### config.mk
export PLATFORM = sky130hd
export DESIGN_NAME = qet_top
export DESIGN_NICKNAME = d
export VERILOG_FILES = /design/src/rtl/qet_pkg.sv /design/src/rtl/qet_sync.sv /design/src/rtl/qet_quad_dec.sv /design/src/rtl/qet_flags.sv /design/src/rtl/qet_channel.sv /design/src/rtl/qet_top.sv
export SDC_FILE = /design/constraint.sdc
export NUM_CORES = 1
export LEC_CHECK = 0
export ABC_AREA = 0
export BUFFER_PORTS_ARGS = -buffer_cell sky130_fd_sc_hd__buf_4
export CORE_MARGIN = 2
export CORE_UTILIZATION = 54
export CTS_CLUSTER_DIAMETER = 150
export DETAILED_ROUTE_END_ITERATION = 10
export GPL_TIMING_DRIVEN = 0
export PLACE_DENSITY = 0.72
export SETUP_SLACK_MARGIN = 0.02
export SKIP_LAST_GASP = 1
export SLEW_MARGIN = 20
export SYNTH_ARGS = -nofsm -noshare
export SYNTH_HDL_FRONTEND = slang
export SYNTH_HIERARCHICAL = 1
export SYNTH_SLANG_ARGS = --single-unit
export TNS_END_PERCENT = 50
### constraint.sdc
create_clock -name clk -period 5.51 [get_ports clk]
set_input_delay 0.8265 -clock clk [delete_from_list [all_inputs] [get_ports clk]]
set_output_delay 0.8265 -clock clk [all_outputs]
set_load 0.01 [all_outputs]
### src/rtl/qet_pkg.sv
package qet_pkg;
  localparam int OFF_W = 3;

  localparam logic [OFF_W-1:0] OFF_CTRL = 3'd0;
  localparam logic [OFF_W-1:0] OFF_RUN  = 3'd1;
  localparam logic [OFF_W-1:0] OFF_CNT  = 3'd2;
  localparam logic [OFF_W-1:0] OFF_CMP  = 3'd3;
  localparam logic [OFF_W-1:0] OFF_CAP  = 3'd4;
  localparam logic [OFF_W-1:0] OFF_STAT = 3'd5;
  localparam logic [OFF_W-1:0] OFF_IEN  = 3'd6;

  // sticky flag positions inside the status word
  localparam int N_FLAG = 4;
  localparam int FL_CMP = 0;
  localparam int FL_CAP = 1;
  localparam int FL_OVF = 2;
  localparam int FL_UNF = 3;

  localparam logic [1:0] MODE_PHASE = 2'b11;

  typedef enum logic [1:0] {
    CLR_NONE = 2'b00,
    CLR_CMP  = 2'b01,
    CLR_CAP  = 2'b10,
    CLR_RSVD = 2'b11
  } clr_src_e;

  typedef struct packed {
    clr_src_e   clr;
    logic [1:0] edge_sel;
    logic [2:0] psc;
    logic [1:0] mode;
  } ctrl_t;

  localparam int CTRL_W = $bits(ctrl_t);
endpackage

### src/rtl/qet_sync.sv
module qet_sync #(
  parameter int W      = 1,
  parameter int STAGES = 2
) (
  input  logic         clk,
  input  logic         rst_n,
  input  logic [W-1:0] d,
  output logic [W-1:0] q
);
  logic [STAGES-1:0][W-1:0] st_q;
  logic [STAGES-1:0][W-1:0] st_d;

  always_comb begin
    st_d[0] = d;
    for (int i = 1; i < STAGES; i++) st_d[i] = st_q[i-1];
  end

  always_ff @(posedge clk or negedge rst_n) begin
    if (!rst_n) st_q <= '0;
    else        st_q <= st_d;
  end

  assign q = st_q[STAGES-1];
endmodule

### src/rtl/qet_quad_dec.sv
module qet_quad_dec (
  input  logic clk,
  input  logic rst_n,
  input  logic ph_a,
  input  logic ph_b,
  output logic step_up,
  output logic step_dn
);
  logic a_q, b_q;
  logic one_chg, fwd;

  // exactly one phase moved since the last sample
  assign one_chg = (ph_a ^ a_q) ^ (ph_b ^ b_q);
  // new A differs from old B: A leads B
  assign fwd     = ph_a ^ b_q;

  assign step_up = one_chg & fwd;
  assign step_dn = one_chg & ~fwd;

  always_ff @(posedge clk or negedge rst_n) begin
    if (!rst_n) begin
      a_q <= 1'b0;
      b_q <= 1'b0;
    end else begin
      a_q <= ph_a;
      b_q <= ph_b;
    end
  end
endmodule

### src/rtl/qet_flags.sv
module qet_flags #(
  parameter int N = 4
) (
  input  logic         clk,
  input  logic         rst_n,
  input  logic [N-1:0] set,
  input  logic         rd_hit,
  input  logic         wr_hit,
  input  logic [N-1:0] wr_bits,
  output logic [N-1:0] flags
);
  logic [N-1:0] flag_q, flag_d;
  logic [N-1:0] arm_q, arm_d;

  for (genvar i = 0; i < N; i++) begin : g_bit
    logic clr;
    assign clr = wr_hit & ~wr_bits[i] & arm_q[i];
    always_comb begin
      flag_d[i] = set[i] | (flag_q[i] & ~clr);
      arm_d[i]  = (arm_q[i] & flag_q[i] & ~clr) | (rd_hit & flag_q[i]);
    end
  end

  always_ff @(posedge clk or negedge rst_n) begin
    if (!rst_n) begin
      flag_q <= '0;
      arm_q  <= '0;
    end else begin
      flag_q <= flag_d;
      arm_q  <= arm_d;
    end
  end

  assign flags = flag_q;
endmodule

### src/rtl/qet_channel.sv
module qet_channel
  import qet_pkg::*;
#(
  parameter int CNT_W = 16
) (
  input  logic             clk,
  input  logic             rst_n,
  input  logic             ph_a,
  input  logic             ph_b,
  input  logic             cap_trig,
  input  logic             wr_en,
  input  logic [OFF_W-1:0] wr_off,
  input  logic [CNT_W-1:0] wr_data,
  input  logic             rd_en,
  input  logic [OFF_W-1:0] rd_off,
  output logic [CNT_W-1:0] rd_data,
  output logic [CNT_W-1:0] cnt,
  output logic [N_FLAG:0]  stat,
  output logic             active,
  output logic             irq
);
  localparam logic [CNT_W-1:0] CNT_MAX = '1;

  logic [2:0] sync_q;
  logic       step_up, step_dn;
  logic       cap_prev_q;

  ctrl_t              ctrl_q, ctrl_d;
  logic               run_q, run_d;
  logic [CNT_W-1:0]   cnt_q, cnt_d;
  logic [CNT_W-1:0]   cmp_q, cmp_d;
  logic [CNT_W-1:0]   cap_q, cap_d;
  logic [N_FLAG-1:0]  ien_q, ien_d;
  logic               dir_q, dir_d;
  logic               pend_q, pend_d;

  logic wr_ctrl, wr_run, wr_cnt, wr_cmp, wr_cap, wr_stat, wr_ien, rd_stat;
  logic cap_ev, cap_clr, step;
  logic cmf_set, ovf_set, unf_set;
  logic [N_FLAG-1:0] flag_set, flags;

  qet_sync #(.W(3), .STAGES(2)) u_sync (
    .clk   (clk),
    .rst_n (rst_n),
    .d     ({cap_trig, ph_b, ph_a}),
    .q     (sync_q)
  );

  qet_quad_dec u_dec (
    .clk     (clk),
    .rst_n   (rst_n),
    .ph_a    (sync_q[0]),
    .ph_b    (sync_q[1]),
    .step_up (step_up),
    .step_dn (step_dn)
  );

  assign wr_ctrl = wr_en && (wr_off == OFF_CTRL);
  assign wr_run  = wr_en && (wr_off == OFF_RUN);
  assign wr_cnt  = wr_en && (wr_off == OFF_CNT);
  assign wr_cmp  = wr_en && (wr_off == OFF_CMP);
  assign wr_cap  = wr_en && (wr_off == OFF_CAP);
  assign wr_stat = wr_en && (wr_off == OFF_STAT);
  assign wr_ien  = wr_en && (wr_off == OFF_IEN);
  assign rd_stat = rd_en && (rd_off == OFF_STAT);

  // the prescaler and edge fields take no part in phase counting
  assign active  = run_q && (ctrl_q.mode == MODE_PHASE);
  assign cap_ev  = active && sync_q[2] && !cap_prev_q;
  assign cap_clr = cap_ev && (ctrl_q.clr == CLR_CAP);
  assign step    = active && (step_up || step_dn) && !wr_cnt && !cap_clr;

  always_comb begin
    cnt_d   = cnt_q;
    pend_d  = pend_q;
    dir_d   = dir_q;
    cmf_set = 1'b0;
    ovf_set = 1'b0;
    unf_set = 1'b0;
    if (wr_cnt) begin
      cnt_d  = wr_data;
      pend_d = 1'b0;
    end else if (cap_clr) begin
      cnt_d  = '0;
      pend_d = 1'b0;
    end else if (step) begin
      dir_d = step_dn;
      if (pend_q) begin
        cnt_d  = '0;
        pend_d = 1'b0;
      end else begin
        if (step_up) begin
          cnt_d   = cnt_q + 1'b1;
          ovf_set = (cnt_q == CNT_MAX);
        end else begin
          cnt_d   = cnt_q - 1'b1;
          unf_set = (cnt_q == '0);
        end
        if (cnt_d == cmp_q) begin
          cmf_set = 1'b1;
          pend_d  = (ctrl_q.clr == CLR_CMP);
        end
      end
    end
  end

  always_comb begin
    ctrl_d = wr_ctrl ? ctrl_t'(wr_data[CTRL_W-1:0]) : ctrl_q;
    run_d  = wr_run  ? wr_data[0] : run_q;
    cmp_d  = wr_cmp  ? wr_data : cmp_q;
    ien_d  = wr_ien  ? wr_data[N_FLAG-1:0] : ien_q;
    if (wr_cap)      cap_d = wr_data;
    else if (cap_ev) cap_d = cnt_q;
    else             cap_d = cap_q;
  end

  always_comb begin
    flag_set         = '0;
    flag_set[FL_CMP] = cmf_set;
    flag_set[FL_CAP] = cap_ev;
    flag_set[FL_OVF] = ovf_set;
    flag_set[FL_UNF] = unf_set;
  end

  qet_flags #(.N(N_FLAG)) u_flags (
    .clk     (clk),
    .rst_n   (rst_n),
    .set     (flag_set),
    .rd_hit  (rd_stat),
    .wr_hit  (wr_stat),
    .wr_bits (wr_data[N_FLAG-1:0]),
    .flags   (flags)
  );

  always_ff @(posedge clk or negedge rst_n) begin
    if (!rst_n) begin
      ctrl_q     <= '0;
      run_q      <= 1'b0;
      cnt_q      <= '0;
      cmp_q      <= '0;
      cap_q      <= '0;
      ien_q      <= '0;
      dir_q      <= 1'b0;
      pend_q     <= 1'b0;
      cap_prev_q <= 1'b0;
    end else begin
      ctrl_q     <= ctrl_d;
      run_q      <= run_d;
      cnt_q      <= cnt_d;
      cmp_q      <= cmp_d;
      cap_q      <= cap_d;
      ien_q      <= ien_d;
      dir_q      <= dir_d;
      pend_q     <= pend_d;
      cap_prev_q <= sync_q[2];
    end
  end

  always_comb begin
    case (rd_off)
      OFF_CTRL: rd_data = CNT_W'(ctrl_q);
      OFF_RUN:  rd_data = CNT_W'(run_q);
      OFF_CNT:  rd_data = cnt_q;
      OFF_CMP:  rd_data = cmp_q;
      OFF_CAP:  rd_data = cap_q;
      OFF_STAT: rd_data = CNT_W'({dir_q, flags});
      OFF_IEN:  rd_data = CNT_W'(ien_q);
      default:  rd_data = '0;
    endcase
  end

  assign cnt  = cnt_q;
  assign stat = {dir_q, flags};
  assign irq  = |(flags & ien_q);
endmodule

### src/rtl/qet_top.sv
module qet_top
  import qet_pkg::*;
#(
  parameter int CNT_W = 16
) (
  input  logic             clk,
  input  logic             rst_n,
  input  logic             pin_a,
  input  logic             pin_b,
  input  logic             pin_c,
  input  logic             pin_d,
  input  logic [1:0]       cap_in,
  input  logic             wr_en,
  input  logic [OFF_W:0]   wr_addr,
  input  logic [CNT_W-1:0] wr_data,
  input  logic             rd_en,
  input  logic [OFF_W:0]   rd_addr,
  output logic [CNT_W-1:0] rd_data,
  output logic [1:0]       irq
);
  localparam int N_CH = 2;

  logic rst_meta_q, rst_core_q;
  logic [N_CH-1:0] ph_a_v, ph_b_v;

  logic [N_CH-1:0][CNT_W-1:0] ch_rd;
  logic [N_CH-1:0][CNT_W-1:0] ch_cnt;
  logic [N_CH-1:0][N_FLAG:0]  ch_stat;
  logic [N_CH-1:0]            ch_active;

  // assert asynchronously, release on the clock
  always_ff @(posedge clk or negedge rst_n) begin
    if (!rst_n) begin
      rst_meta_q <= 1'b0;
      rst_core_q <= 1'b0;
    end else begin
      rst_meta_q <= 1'b1;
      rst_core_q <= rst_meta_q;
    end
  end

  assign ph_a_v = {pin_c, pin_a};
  assign ph_b_v = {pin_d, pin_b};

  for (genvar g = 0; g < N_CH; g++) begin : g_ch
    logic sel_wr, sel_rd;
    assign sel_wr = wr_en && (wr_addr[OFF_W] == 1'(g));
    assign sel_rd = rd_en && (rd_addr[OFF_W] == 1'(g));

    qet_channel #(.CNT_W(CNT_W)) u_ch (
      .clk      (clk),
      .rst_n    (rst_core_q),
      .ph_a     (ph_a_v[g]),
      .ph_b     (ph_b_v[g]),
      .cap_trig (cap_in[g]),
      .wr_en    (sel_wr),
      .wr_off   (wr_addr[OFF_W-1:0]),
      .wr_data  (wr_data),
      .rd_en    (sel_rd),
      .rd_off   (rd_addr[OFF_W-1:0]),
      .rd_data  (ch_rd[g]),
      .cnt      (ch_cnt[g]),
      .stat     (ch_stat[g]),
      .active   (ch_active[g]),
      .irq      (irq[g])
    );
  end

  assign rd_data = ch_rd[rd_addr[OFF_W]];
endmodule

# Word-level counts from Yosys, hierarchy flattened
# Cells that the tools add are included.
[classes]
addsub = 4
mul = 0
div = 0
order_cmp = 1
n_eq_ne = 22
shifts = 0
n_mux = 66
n_bitwise = 98
reduce_logical = 54
[ops]
columns = ["operator", "n"]
rows = [
  ["$mux W16", 24],
  ["$pmux W16 S7", 2],
  ["$and A1 B1 Y1", 52],
  ["$mux W1", 40],
  ["$logic_and A1 B1 Y1", 34],
  ["$add A16 B1 Y16 const B", 2],
  ["$eq A16 B16 Y1", 2],
  ["$eq A16 B16 Y1 const B", 2],
  ["$logic_not A16 Y1", 2],
  ["$sub A16 B1 Y16 const B", 2],
  ["$not A1 Y1", 20],
  ["$eq A3 B3 Y1 const B", 6],
  ["$or A1 B1 Y1", 16],
  ["$eq A3 B2 Y1 const B", 4],
  ["$and A4 B4 Y4", 2],
  ["$eq A2 B2 Y1 const B", 4],
  ["$reduce_or A4 Y1", 2],
  ["$xor A1 B1 Y1", 8],
  ["$eq A3 B1 Y1 const B", 2],
  ["$logic_not A1 Y1", 6],
  ["$logic_not A3 Y1", 2],
  ["$reduce_and A3 Y1", 2],
  ["$reduce_bool A3 Y1", 2],
  ["$eq A2 B1 Y1 const B", 2],
  ["3 further kinds", 5],
]
[totals]
regBits = 164
latchBits = 0
mem_bits_rw = 0
romBits = 0
inputBits = 34
out_inout_bits = 18
wordCells = 283
mem_count = 0

# Logic depth before layout (Yosys ltp)
# Gate-level depths: netlist of the first run.
[depth]
depth_word = 17
mapped_depth = 17
mapped_depth_nobuf = 14

# Cells and area by module
# The synthesis of the first run kept the hierarchy.
[modules_own_cells]
columns = ["module", "n_inst", "cells_each", "area_each_um2", "seq_area_each_um2"]
rows = [
  ["qet_channel at g_ch[0].u_ch", 1, 515, 4707.0, 1626.6],
  ["qet_channel at g_ch[1].u_ch", 1, 496, 4569.4, 1626.6],
  ["qet_flags", 2, 36, 360.3, 200.2],
  ["qet_top", 1, 25, 324.1, 50.0],
  ["qet_sync", 2, 6, 150.1, 150.1],
  ["qet_quad_dec", 2, 6, 77.6, 50.0],
]

# Worst setup path before layout of the first run
# No wires, ideal clock.
[synth_path]
path_kind = "register to register"
start = "reg g_ch[0].u_ch.u_dec.a_q"
end = "reg g_ch[0].u_ch.u_flags.flag_q[0]"
setup_ns = 0.082
t_arrival_ns = 3.687
t_required_ns = 5.428
slack_ns = 1.741
stages_incl_launch_ff = 16
path_buffers = 2
synth_period_minus_slack_ns = 3.769
path_cell_list = "dfrtp_1 > xor2_1 > nor2_1 > clkbuf_1 > inv_1 > ha_1 > clkbuf_1 > mux2_2 > o21ai_1 > o2111ai_1 > nor4_1 > nand4_1 > or4b_1 > nor3_1 > inv_1 > a31oi_1"
[synth_between]
elab_chain_len = 15
[synth_lines]
columns = ["item", "line", "rtl"]
rows = [
  ["from (decl)", "qet_quad_dec.sv:9", "logic a_q, b_q;"],
  ["from (signal assigned)", "qet_quad_dec.sv:25", "a_q <= ph_a;"],
  ["$xor A1 B1 Y1 (*) (2 in series)", "qet_quad_dec.sv:13", "assign one_chg = (ph_a ^ a_q) ^ (ph_b ^ b_q);"],
  ["$and A1 B1 Y1 (*)", "qet_quad_dec.sv:17", "assign step_up = one_chg & fwd;"],
  ["via g_ch[0].u_ch.step_up", "qet_channel.sv:25", "logic step_up, step_dn;"],
  ["$mux W16", "qet_channel.sv:92", "if (step_up) begin"],
  ["$mux W16", "qet_channel.sv:88", "if (pend_q) begin"],
  ["$mux W16", "qet_channel.sv:86", "end else if (step) begin"],
  ["$mux W16", "qet_channel.sv:83", "end else if (cap_clr) begin"],
  ["$mux W16", "qet_channel.sv:80", "if (wr_cnt) begin"],
  ["$eq A16 B16 Y1", "qet_channel.sv:99", "if (cnt_d == cmp_q) begin"],
  ["$mux W1", "qet_channel.sv:99", ""],
  ["$mux W1", "qet_channel.sv:88", ""],
  ["$mux W1 (*)", "qet_channel.sv:86", ""],
  ["$mux W1 (*)", "qet_channel.sv:83", ""],
  ["$mux W1 (*)", "qet_channel.sv:80", ""],
  ["via g_ch[0].u_ch.cmf_set", "qet_channel.sv:39", "logic cmf_set, ovf_set, unf_set;"],
  ["$or A1 B1 Y1 (*)", "qet_flags.sv:19", "flag_d[i] = set[i] | (flag_q[i] & ~clr);"],
  ["via g_ch[0].u_ch.u_flags.flag_d[0]", "qet_flags.sv:12", "logic [N-1:0] flag_q, flag_d;"],
  ["to (signal assigned)", "qet_flags.sv:29", "flag_q <= flag_d;"],
  ["to (decl)", "qet_flags.sv:12", ""],
]
# Mark *: on every way through the listed nets, which the timed path passes. The rest lies on a longest branch. The select of a mux whose other input is x is not followed.
# A chain may end at the register's enable or synchronous reset.

# Final worst setup path of the first run
[layout_path]
start = "reg g_ch[1].u_ch.u_sync.st_q (netlist bit g_ch[1].u_ch/u_sync/q[1])"
end = "reg g_ch[1].u_ch.u_flags.flag_q[0]"
[layout_between]
elab_chain_len = 15
[layout_lines]
columns = ["item", "line", "rtl"]
rows = [
  ["from (decl)", "qet_sync.sv:10", "logic [STAGES-1:0][W-1:0] st_q;"],
  ["from (signal assigned)", "qet_sync.sv:20", "else st_q <= st_d;"],
  ["$xor A1 B1 Y1 (*) (2 in series)", "qet_quad_dec.sv:13", ""],
  ["$and A1 B1 Y1 (*)", "qet_quad_dec.sv:17", ""],
  ["via g_ch[1].u_ch.step_up", "qet_channel.sv:25", ""],
  ["$mux W16", "qet_channel.sv:92", ""],
  ["$mux W16", "qet_channel.sv:88", ""],
  ["$mux W16", "qet_channel.sv:86", ""],
  ["$mux W16", "qet_channel.sv:83", ""],
  ["$mux W16", "qet_channel.sv:80", ""],
  ["$eq A16 B16 Y1", "qet_channel.sv:99", ""],
  ["$mux W1", "qet_channel.sv:99", ""],
  ["$mux W1", "qet_channel.sv:88", ""],
  ["$mux W1 (*)", "qet_channel.sv:86", ""],
  ["$mux W1 (*)", "qet_channel.sv:83", ""],
  ["$mux W1 (*)", "qet_channel.sv:80", ""],
  ["via g_ch[1].u_ch.cmf_set", "qet_channel.sv:39", ""],
  ["$or A1 B1 Y1 (*)", "qet_flags.sv:19", ""],
  ["via g_ch[1].u_ch.u_flags.flag_d[0]", "qet_flags.sv:12", ""],
  ["to (signal assigned)", "qet_flags.sv:29", ""],
  ["to (decl)", "qet_flags.sv:12", ""],
]
# Marked as above.

==> out/qor.log, run 1 <==
[run_status] status complete, no violations
[setup_path] cell type with the highest occurrence count on the critical path sky130_fd_sc_hd__inv_1
[sta] setup repair after global routing missed its margin no
[clock_tree] maximum root-to-sink buffer count 2
[setup_path] start of the worst register-to-register path g_ch[1].u_ch/u_sync/q[1]$_DFF_PN0_
[setup_path] worst endpoint required time 5860 ps
[global_route] global-route wire length before repair 48,290 microns
[min_path] class of the worst hold path input port to asynchronous set/reset pin
[setup_path] startpoint type of the worst setup path flip-flop
[cells_and_area] sequential cell area in the final layout 0.004108 sq mm
[detailed_routing] Avg Vias per Cell 6.237
[sta] actual slew at the worst max-slew pin 1230 ps
[sta] crit path time final 5083 ps
[pwr] Reg power frac 31.3%
[clock_tree] CTS root buf sky130_fd_sc_hd__clkbuf_16
[sta] max-slew headroom at the worst pin 17.83%
[setup_path] number of cell instances on the worst register-to-register path 15
[clock_tree] clock net sink count 164
[clock_tree] post_cts resized 0
[clock_tree] clock slew seen by the registers of the worst setup and hold paths 60 ps
[sta] maximum achievable frequency 196.7 MHz
[cells_and_area] number of diodes 0
[sta] final hold vios 0
[sta] Setup violations, final 0
[clock_tree] hold_buf cts 0
[cells_and_area] leading cell type in the layout, fill and taps excluded sky130_fd_sc_hd__dfrtp_1
[logic_synthesis] Yosys Warn Count 6
[global_route] gr ovfl total 0
[setup_path] data arrival at the endpoint of the critical path 5440 ps
[floorplan] placeable core area 0.01953 sq mm
[pwr] final total power 0.006406 W
[floorplan] Starting Density 55.09%
[clock_tree] H-tree level count 4
[logic_synthesis] Syn Nets 1,193
[clock_tree] clock insertion delay at the later pin of the skew report 430 ps
[setup_path] CP Class flip-flop to flip-flop
[cells_and_area] share of post-route cells with drive strength above 1 18.10%
[setup_path] reg-to-reg endpoint g_ch[1].u_ch/u_flags/flags[0]$_DFF_PN0_
[pwr] Clk pwr share 17.3%
[detailed_routing] DR iter-0 viols 857
[global_route] maximum number of pins on one net before global-route repair 58
[setup_path] worst-path cell chain xor2_1, nor2_1, inv_1, ha_1, buf_2, xnor2_1, mux2i_1, nand3_1, or3_1, nor4_1, nand4_1, or4_4, nor3_2, inv_1, a31oi_1
[global_route] total global routing track utilization 28.93%
[cells_and_area] Final Util 61.84%
[pwr] NetSw 0.002713 W
[cells_and_area] Layout fillers 1,644
[logic_synthesis] average footprint of a synthesized cell 9.529 sq um
[detailed_routing] antenna viol nets, final 0
[cells_and_area] Area growth syn-to-layout 12.25%
[floorplan] die area 0.02107 sq mm
[setup_path] reg2reg setup slack 430 ps
[placement] final weighted congestion of routability-driven global placement 0.9141
[setup_path] highest net fanout along the worst path 17
[pwr] internal power 0.003693 W
[pwr] cell area power density 530.5 mW/mm^2
[detailed_routing] number of iterations in the first detailed-routing pass 6
[pwr] proportion of total power due to net switching 42.35%
[global_route] via count of the first global-routing pass 8,604
[floorplan] y dimension of the die 145.1 microns
[sta] pins over their slew limit 0
[sta] worst clock skew on the final layout 7.666 ps
[clock_tree] number of buffers added by the clock tree synthesis step 17
[pwr] Static Leakage 4.908 nW
[floorplan] num rows 51
[floorplan] width of the die 145.1 microns
[floorplan] total I/O pin count 52
[run] MaxCap Viol Count 0
[cells_and_area] area of the multi-input gates 0.006260 sq mm
[cells_and_area] number of nets in the final layout 1,263
[setup_path] Crit path largest cell delay 610 ps
[placement] detailed placement HPWL 22,340 microns
[detailed_routing] remaining design rule violation count 0
[pwr] combinational power share 51.4%
[setup_path] crit end category flip-flop
[global_route] antenna violations before repair 0
[sta] final worst path period share 92.26%
[clock_tree] CTS tree yes
[clock_tree] Post-CTS Repair Setup Buffers 0
[setup_path] master of the slowest instance on the critical path sky130_fd_sc_hd__or4_4
[detailed_routing] DRT Wirelength 30,180 microns
[pwr] Max VDD drop 230.9 uV
[detailed_routing] vias 9,200
[placement] number of port buffers 48
[sta] Final WS setup 426.6 ps
[cells_and_area] highest-count cells in the layout ignoring fill and taps sky130_fd_sc_hd__dfrtp_1 (163), sky130_fd_sc_hd__nand2_1 (119), sky130_fd_sc_hd__nor2_1 (100)
[placement] worst slack after detailed placement 610.9 ps
[logic_synthesis] count of mapped cells out of synthesis 1,129
[detailed_routing] post-DR wirelength/cell 20.46 microns
[logic_synthesis] Syn Std Cell Area 0.01076 sq mm
-- power by group through the flow --
stage	logic, W	clock network [W]	registers [W]
floorplan	0.00257	0	0.00185
global placement	0.00314	0	0.00202
detailed placement	0.00322	0	0.00201
CTS	0.00325	0.00112	0.00200
global route	0.00363	0.00117	0.00205
finish	0.00329	0.00111	0.00201
-- worst max path at each step --
stage                                                   from                                 endpoint  slack [ps]
after floorplan                         rst_core_q$_DFF_PN0_        g_ch[0].u_ch/cap_prev_q$_DFF_PN0_         600
after global placement                  rst_core_q$_DFF_PN0_         g_ch[1].u_ch/u_dec/b_q$_DFF_PN0_       -1290
after detailed placement  g_ch[1].u_ch/u_sync/q[1]$_DFF_PN0_  g_ch[1].u_ch/u_flags/flags[0]$_DFF_PN0_         610
after CTS                 g_ch[1].u_ch/u_sync/q[1]$_DFF_PN0_  g_ch[1].u_ch/u_flags/flags[0]$_DFF_PN0_         580
after global routing      g_ch[1].u_ch/u_sync/q[1]$_DFF_PN0_  g_ch[1].u_ch/u_flags/flags[0]$_DFF_PN0_         220
final                     g_ch[1].u_ch/u_sync/q[1]$_DFF_PN0_  g_ch[1].u_ch/u_flags/flags[0]$_DFF_PN0_         430
-- layer usage --
layer | GRT usage [%] | vias up | share of wire, % | routed length (microns)
met4 | 7.451 | 0 | 2.0 | 602
met3 | 5.566 | 47 | 7.9 | 2390
li1 | - | 4247 | - | -
met5 | 0 | - | 0 | 0
met2 | 43.71 | 376 | 45 | 13490
met1 | 42.83 | 4530 | 45 | 13700
-- layout make-up --
class	instances	area share, %
well taps	265	2.746
clock buffers	19	3.668
inverters	21	0.6528
repair buffers	51	3.606
clock inverters	11	0.7357
plain buffers	66	2.735
multi-input cells	878	51.84
flip-flops and latches	164	34.02
-- flip-flops by register name, summed over array words and instances (netlist names) --
signal and flops:
g_ch.u_ch/cap_prev_q 2, g_ch.u_ch/cap_q 32, g_ch.u_ch/cmp_q 32, g_ch.u_ch/cnt 32, g_ch.u_ch/ctrl_q 18, g_ch.u_ch/dir_q 2
g_ch.u_ch/ien_q 8, g_ch.u_ch/pend_q 2, g_ch.u_ch/run_q 2, g_ch.u_ch/u_dec/a_q 2, g_ch.u_ch/u_dec/b_q 2, g_ch.u_ch/u_flags/arm_q 8
g_ch.u_ch/u_flags/flags 8, g_ch.u_ch/u_sync/q 6, g_ch.u_ch/u_sync/st_d 6, rst_core_q 1, rst_meta_q 1
-- through the flow --
stage                     area, sq um  hold slack, ps  cells  TNS, ps
after global routing            12080           146.6   1475        0
final                           12080           162.2   1475        0
after global placement          11450           332.9   1442  -206760
after detailed placement        11540           220.4   1445        0
after CTS                       12080           152.5   1475        0
after floorplan                 10760           331.2   1129        0
-- worst max-delay path, delay by kind of cell (launching register included) --
family,cells,cell delay (ps)
simple gates,7,2540
buf+inv,3,750
fa+ha+maj,1,420
xor+xnor,2,400
flops,1,390
mux,1,350
compound gates,1,150
(Power assumes the default switching activity.)
==> inputs of run 2 (changes only) <==
- RECOVER_POWER: unset -> 25
- REMOVE_ABC_BUFFERS: unset -> 1
==> run 2 against run 1 <==
Net effect: utilization decreased by 0.92 points; the run now ends with capacitance limit, slew limit left; sequential power about the same; highest routed layer unchanged; register-to-register slack about the same; via count is 4.0% lower; first-iteration DRC count decreased by 7.4%; critical endpoint is now g_ch[0].u_ch/u_flags/flags[0]$_DFF_PN0_; hold slack improved by 6.7 ps; sequential share of layout area rose by 0.48 points.
==> out/qor.log, run 2 (synthesis gave the netlist of run 1 again) <==
[floorplan] die area 0.02107 sq mm
[clock_tree] Post-CTS Repair Setup Buffers 0
[placement] number of port buffers 51
[cells_and_area] share of post-route cells with drive strength above 1 18.98%
[floorplan] num rows 51
[detailed_routing] DRT Wirelength 28,730 microns
[cells_and_area] number of nets in the final layout 1,211
[setup_path] cell type with the highest occurrence count on the critical path sky130_fd_sc_hd__inv_1
[detailed_routing] remaining design rule violation count 0
[cells_and_area] Area growth syn-to-layout 10.58%
[detailed_routing] antenna viol nets, final 0
[cells_and_area] number of diodes 0
[detailed_routing] number of iterations in the first detailed-routing pass 5
[sta] Setup violations, final 0
[sta] actual slew at the worst max-slew pin 2448 ps
[floorplan] total I/O pin count 52
[sta] crit path time final 5070 ps
[global_route] maximum number of pins on one net before global-route repair 57
[clock_tree] H-tree level count 4
[global_route] antenna violations before repair 0
[run_status] status complete, but fails checks
[floorplan] placeable core area 0.01953 sq mm
[placement] DP Cell Count 1,393
[setup_path] worst-path cell chain xor2_1, nor2_1, inv_1, ha_1, and3_1, a211oi_4, xnor3_1, a41o_1, a211o_1, or4b_1, nor3_1, inv_1, a31oi_1
[clock_tree] clock insertion delay at the later pin of the skew report 430 ps
[clock_tree] CTS root buf sky130_fd_sc_hd__clkbuf_16
[run_status] violated checks capacitance limit, slew limit
[setup_path] reg-to-reg endpoint g_ch[0].u_ch/u_flags/flags[0]$_DFF_PN0_
[cells_and_area] final cell count without fillers 1,424
[pwr] Max VDD drop 275.0 uV
[clock_tree] clock net sink count 164
[floorplan] Starting Density 55.09%
[sta] max-slew headroom at the worst pin -63.22%
[clock_tree] CTS tree yes
[setup_path] master of the slowest instance on the critical path sky130_fd_sc_hd__ha_1
[placement] final weighted congestion of routability-driven global placement 0.8870
[pwr] Static Leakage 4.837 nW
[sta] final hold vios 0
[setup_path] worst endpoint required time 5860 ps
[sta] setup repair after global routing missed its margin no
[cells_and_area] highest-count cells in the layout ignoring fill and taps sky130_fd_sc_hd__dfrtp_1 (164), sky130_fd_sc_hd__nand2_1 (119), sky130_fd_sc_hd__nor2_1 (100)
[clock_tree] number of buffers added by the clock tree synthesis step 17
[setup_path] number of cell instances on the worst register-to-register path 13
[setup_path] reg2reg setup slack 440 ps
[clock_tree] maximum root-to-sink buffer count 2
[detailed_routing] vias 8,832
[sta] maximum achievable frequency 197.2 MHz
[run] MaxCap Viol Count 2
[cells_and_area] leading cell type in the layout, fill and taps excluded sky130_fd_sc_hd__dfrtp_1
[clock_tree] post_cts resized 0
[setup_path] data arrival at the endpoint of the critical path 5420 ps
[setup_path] CP Class flip-flop to flip-flop
[detailed_routing] Avg Vias per Cell 6.202
[cells_and_area] Final Util 60.93%
[setup_path] startpoint type of the worst setup path flip-flop
[global_route] gr ovfl total 0
[detailed_routing] DR iter-0 viols 794
[floorplan] width of the die 145.1 microns
[sta] pins over their slew limit 87
[setup_path] highest net fanout along the worst path 15
[min_path] class of the worst hold path input port to asynchronous set/reset pin
[setup_path] crit end category flip-flop
[placement] detailed placement HPWL 20,450 microns
[setup_path] start of the worst register-to-register path g_ch[0].u_ch/u_sync/q[1]$_DFF_PN0_
[global_route] global-route wire length before repair 46,350 microns
[setup_path] Crit path largest cell delay 600 ps
[clock_tree] clock slew seen by the registers of the worst setup and hold paths 70 ps
[global_route] via count of the first global-routing pass 8,410
[clock_tree] hold_buf cts 0
[pwr] cell area power density 532.3 mW/mm^2
[detailed_routing] post-DR wirelength/cell 20.18 microns
[sta] worst clock skew on the final layout 9.897 ps
[floorplan] y dimension of the die 145.1 microns
[sta] final worst path period share 92.01%
[global_route] total global routing track utilization 27.37%
[run 2: cell types whose count changed in the layout (fill, tap and decap cells not counted), moves of 3 or more]
cell,change
sky130_fd_sc_hd__clkbuf_4,+6
sky130_fd_sc_hd__buf_6,-5
sky130_fd_sc_hd__clkinv_2,-7
sky130_fd_sc_hd__buf_1,-4
sky130_fd_sc_hd__inv_8,+3
sky130_fd_sc_hd__buf_4,+3
sky130_fd_sc_hd__inv_6,+4
sky130_fd_sc_hd__clkbuf_1,-43
sky130_fd_sc_hd__buf_2,-8
[run 2: final cells by class]
type / count / area, sq um
Fill cell: 1728 / 7630
Clock buffer: 18 / 439.2
Sequential cell: 164 / 4104
Multi-Input combinational cell: 878 / 6301
Inverter: 21 / 78.83
Clock inverter: 13 / 117.6
Tap cell: 265 / 331.6
Timing Repair Buffer: 65 / 524.3
[run 2: stage by stage]
step / setup TNS (ps) / hold WS [ps] / power (W) / cell area, sq um / setup slack (ps)
floorplan: 0 / 331.2 / 0.004326 / 10430 / 602.0
global placement: -239910 / 332.6 / 0.005059 / 11140 / -1481
global route: 0 / 170.4 / 0.006788 / 11900 / 152.2
detailed placement: 0 / 262.4 / 0.005138 / 11390 / 584.6
CTS: 0 / 160.5 / 0.006300 / 11940 / 577.9
finish: 0 / 169.0 / 0.006332 / 11900 / 440.1
[run 2: power breakdown]
| group | switching [W] | internal [W] |
|---|---|---|
| combinational | 0.00171 | 0.00146 |
| clock | 0.000535 | 0.000602 |
| sequential | 0.000477 | 0.00156 |
[run 2: how the worst max path moves through the flow]
stage                                       start                                 endpoint  slack, ps
6_report       g_ch[0].u_ch/u_sync/q[1]$_DFF_PN0_  g_ch[0].u_ch/u_flags/flags[0]$_DFF_PN0_        440
3_3_place_gp                 rst_core_q$_DFF_PN0_  g_ch[0].u_ch/u_flags/flags[3]$_DFF_PN0_      -1480
4_1_cts        g_ch[0].u_ch/u_sync/q[1]$_DFF_PN0_  g_ch[0].u_ch/u_flags/flags[0]$_DFF_PN0_        580
3_5_place_dp   g_ch[0].u_ch/u_sync/q[1]$_DFF_PN0_  g_ch[0].u_ch/u_flags/flags[0]$_DFF_PN0_        580
2_1_floorplan                rst_core_q$_DFF_PN0_        g_ch[0].u_ch/cap_prev_q$_DFF_PN0_        600
5_1_grt        g_ch[0].u_ch/u_sync/q[1]$_DFF_PN0_  g_ch[0].u_ch/u_flags/flags[0]$_DFF_PN0_        150
[run 2: layer usage]
metal	global-route usage (%)	share of wire (%)	wire length, microns	vias to the layer above
li1	-	-	-	4131
met1	40.40	46	13340	4348
met2	41.52	46	13120	309
met3	5.220	6.3	1798	44
met4	7.010	1.7	477	0
met5	0	0	0	-
[run 2: critical path: cells and delay by family, from the launching register on]
kind | cells | cell delay, ps
flops | 1 | 390
fa+ha+maj | 1 | 600
simple gates | 4 | 1980
buf+inv | 2 | 620
xor+xnor | 2 | 430
compound gates | 4 | 950
==> inputs of run 3 (changes only) <==
- clock period: 5.51 -> 5.3 ns (I/O delays scaled with it)
==> run 3 against run 2 <==
Net effect: the flow still finishes with violations (capacitance limit, slew limit); non-clock buffer count is the same; setup slack lost 150 ps; clock skew is essentially flat; sequential share of layout area is essentially flat; first-iteration DRC count grew 2.0%; count of clock-buffer cells in the layout is the same; fmax grew 1.2%; critical path depth grew 1; sequential cell count is the same; highest routed layer unchanged.
==> out/qor.log, run 3 (synthesis gave the netlist of run 1 again) <==
[sta] maximum achievable frequency 199.6 MHz
[floorplan] width of the die 145.1 microns
[global_route] gr ovfl total 0
[clock_tree] number of buffers added by the clock tree synthesis step 17
[pwr] cell area power density 553.5 mW/mm^2
[detailed_routing] DRT Wirelength 28,730 microns
[sta] setup repair after global routing missed its margin no
[detailed_routing] number of iterations in the first detailed-routing pass 7
[global_route] antenna violations before repair 0
[detailed_routing] vias 8,825
[setup_path] Crit path largest cell delay 590 ps
[cells_and_area] Area growth syn-to-layout 10.61%
[global_route] total global routing track utilization 27.37%
[clock_tree] H-tree level count 4
[sta] Setup violations, final 0
[setup_path] number of cell instances on the worst register-to-register path 14
[cells_and_area] leading cell type in the layout, fill and taps excluded sky130_fd_sc_hd__dfrtp_1
[cells_and_area] number of diodes 0
[min_path] class of the worst hold path input port to asynchronous set/reset pin
[floorplan] Starting Density 55.09%
[sta] actual slew at the worst max-slew pin 2444 ps
[run_status] status complete, but fails checks
[floorplan] total I/O pin count 52
[floorplan] die area 0.02107 sq mm
[setup_path] highest net fanout along the worst path 17
[clock_tree] clock insertion delay at the later pin of the skew report 430 ps
[clock_tree] clock net sink count 164
[detailed_routing] remaining design rule violation count 0
[setup_path] cell type with the highest occurrence count on the critical path sky130_fd_sc_hd__inv_1
[clock_tree] CTS tree yes
[floorplan] placeable core area 0.01953 sq mm
[setup_path] start of the worst register-to-register path g_ch[1].u_ch/u_sync/q[1]$_DFF_PN0_
[sta] worst clock skew on the final layout 9.693 ps
[floorplan] num rows 51
[floorplan] y dimension of the die 145.1 microns
[setup_path] worst-path cell chain xor2_1, nor2_1, inv_1, ha_1, xnor2_1, mux2i_1, nand3_1, or3_1, nor4_1, nand4_1, or4_4, nor3_2, inv_1, a31oi_1
[sta] crit path time final 5011 ps
[setup_path] Setup crit start g_ch[1].u_ch/u_sync/q[1]$_DFF_PN0_
[setup_path] reg2reg setup slack 290 ps
[clock_tree] CTS root buf sky130_fd_sc_hd__clkbuf_16
[placement] number of port buffers 51
[sta] post-route worst hold slack 140.3 ps
[setup_path] CP Class flip-flop to flip-flop
[sta] pins over their slew limit 87
[setup_path] startpoint type of the worst setup path flip-flop
[run_status] violated checks capacitance limit, slew limit
[clock_tree] clock slew seen by the registers of the worst setup and hold paths 70 ps
[pwr] final total power 0.006586 W
[cells_and_area] number of nets in the final layout 1,211
[pwr] Static Leakage 4.837 nW
[cells_and_area] highest-count cells in the layout ignoring fill and taps sky130_fd_sc_hd__dfrtp_1 (164), sky130_fd_sc_hd__nand2_1 (119), sky130_fd_sc_hd__nor2_1 (99)
[cells_and_area] share of post-route cells with drive strength above 1 19.07%
[global_route] via count of the first global-routing pass 8,410
[pwr] Max VDD drop 286.3 uV
[run] MaxCap Viol Count 2
[detailed_routing] antenna viol nets, final 0
[detailed_routing] post-DR wirelength/cell 20.17 microns
[sta] max-slew headroom at the worst pin -62.95%
[detailed_routing] DR iter-0 viols 810
[detailed_routing] Avg Vias per Cell 6.197
[setup_path] worst endpoint required time 5650 ps
[setup_path] reg-to-reg endpoint g_ch[1].u_ch/u_flags/flags[0]$_DFF_PN0_
[global_route] global-route wire length before repair 46,350 microns
[setup_path] master of the slowest instance on the critical path sky130_fd_sc_hd__or4_4
[global_route] maximum number of pins on one net before global-route repair 57
[sta] final hold vios 0
[setup_path] crit end category flip-flop
[placement] final weighted congestion of routability-driven global placement 0.8870
[clock_tree] maximum root-to-sink buffer count 2
[sta] final worst path period share 94.55%
[placement] detailed placement HPWL 20,450 microns
[setup_path] data arrival at the endpoint of the critical path 5360 ps
==> run 3: cell counts in the layout (fill, tap and decap cells not counted) <==
No cell type changed its count.
==> run 3: timing repair <==
| action | 4_1_cts | 5_1_grt |
|---|---|---|
| setup endpoints to repair | 0 | 1 |
| hold buffers | 0 | 0 |
| gates resized for setup | 0 | 1 |
| buffers inserted | 0 | 0 |
==> run 3: metrics by stage <==
step	area, sq um	setup TNS [ps]	cells	setup slack [ps]	utilization, %
6_report	11900	0	1424	288.9	60.94
2_1_floorplan	10430	0	1063	392.0	-
5_1_grt	11900	0	1424	45.48	60.94
3_5_place_dp	11390	0	1393	374.6	58.32
3_3_place_gp	11140	-279810	1379	-1691	57.06
4_1_cts	11940	0	1424	367.9	61.17
==> run 3: power breakdown <==
| part | leakage [nW] | switching, W | internal, W | total (W) |
|---|---|---|---|---|
| registers | 1.98 | 0.000499 | 0.00162 | 0.00212 |
| logic | 2.59 | 0.00177 | 0.00151 | 0.00329 |
| clock network | 0.266 | 0.000556 | 0.000627 | 0.00118 |
| total | 4.84 | 0.00283 | 0.00376 | 0.00659 |
==> run 3: layout make-up <==
type / count / area [sq um]
inverters: 21 / 78.83
well taps: 265 / 331.6
clock inverters: 13 / 117.6
fillers: 1726 / 7627
multi-input cells: 878 / 6304
clock buffers: 18 / 439.2
repair buffers: 65 / 524.3
flip-flops and latches: 164 / 4104
==> run 3: how the worst max path moves through the flow <==
stage,end,slack [ps]
after floorplan,g_ch[0].u_ch/cap_prev_q$_DFF_PN0_,390
after detailed placement,g_ch[0].u_ch/u_flags/flags[0]$_DFF_PN0_,370
after global placement,g_ch[0].u_ch/u_flags/flags[3]$_DFF_PN0_,-1690
after global routing,g_ch[1].u_ch/u_flags/flags[0]$_DFF_PN0_,50
final,g_ch[1].u_ch/u_flags/flags[0]$_DFF_PN0_,290
after CTS,g_ch[0].u_ch/u_flags/flags[0]$_DFF_PN0_,370
==> run 3: worst max-delay path: cells and delay by family, from the launching register on <==
family                     cells  cell delay [ps]
xor gates and xnor gates       2              430
DFF                            1              390
and+or+nand+nor                7             2450
AOI/OAI and AO/OA              1              160
adders and majority gates      1              560
buffers and inverters          2              560
muxes                          1              360
==> run 3: metal layers <==
metal / routed length, microns / GRT usage (%)
met5: 0 / 0
met4: 467 / 7.010
met3: 1787 / 5.220
met2: 13080 / 41.52
met1: 13390 / 40.40
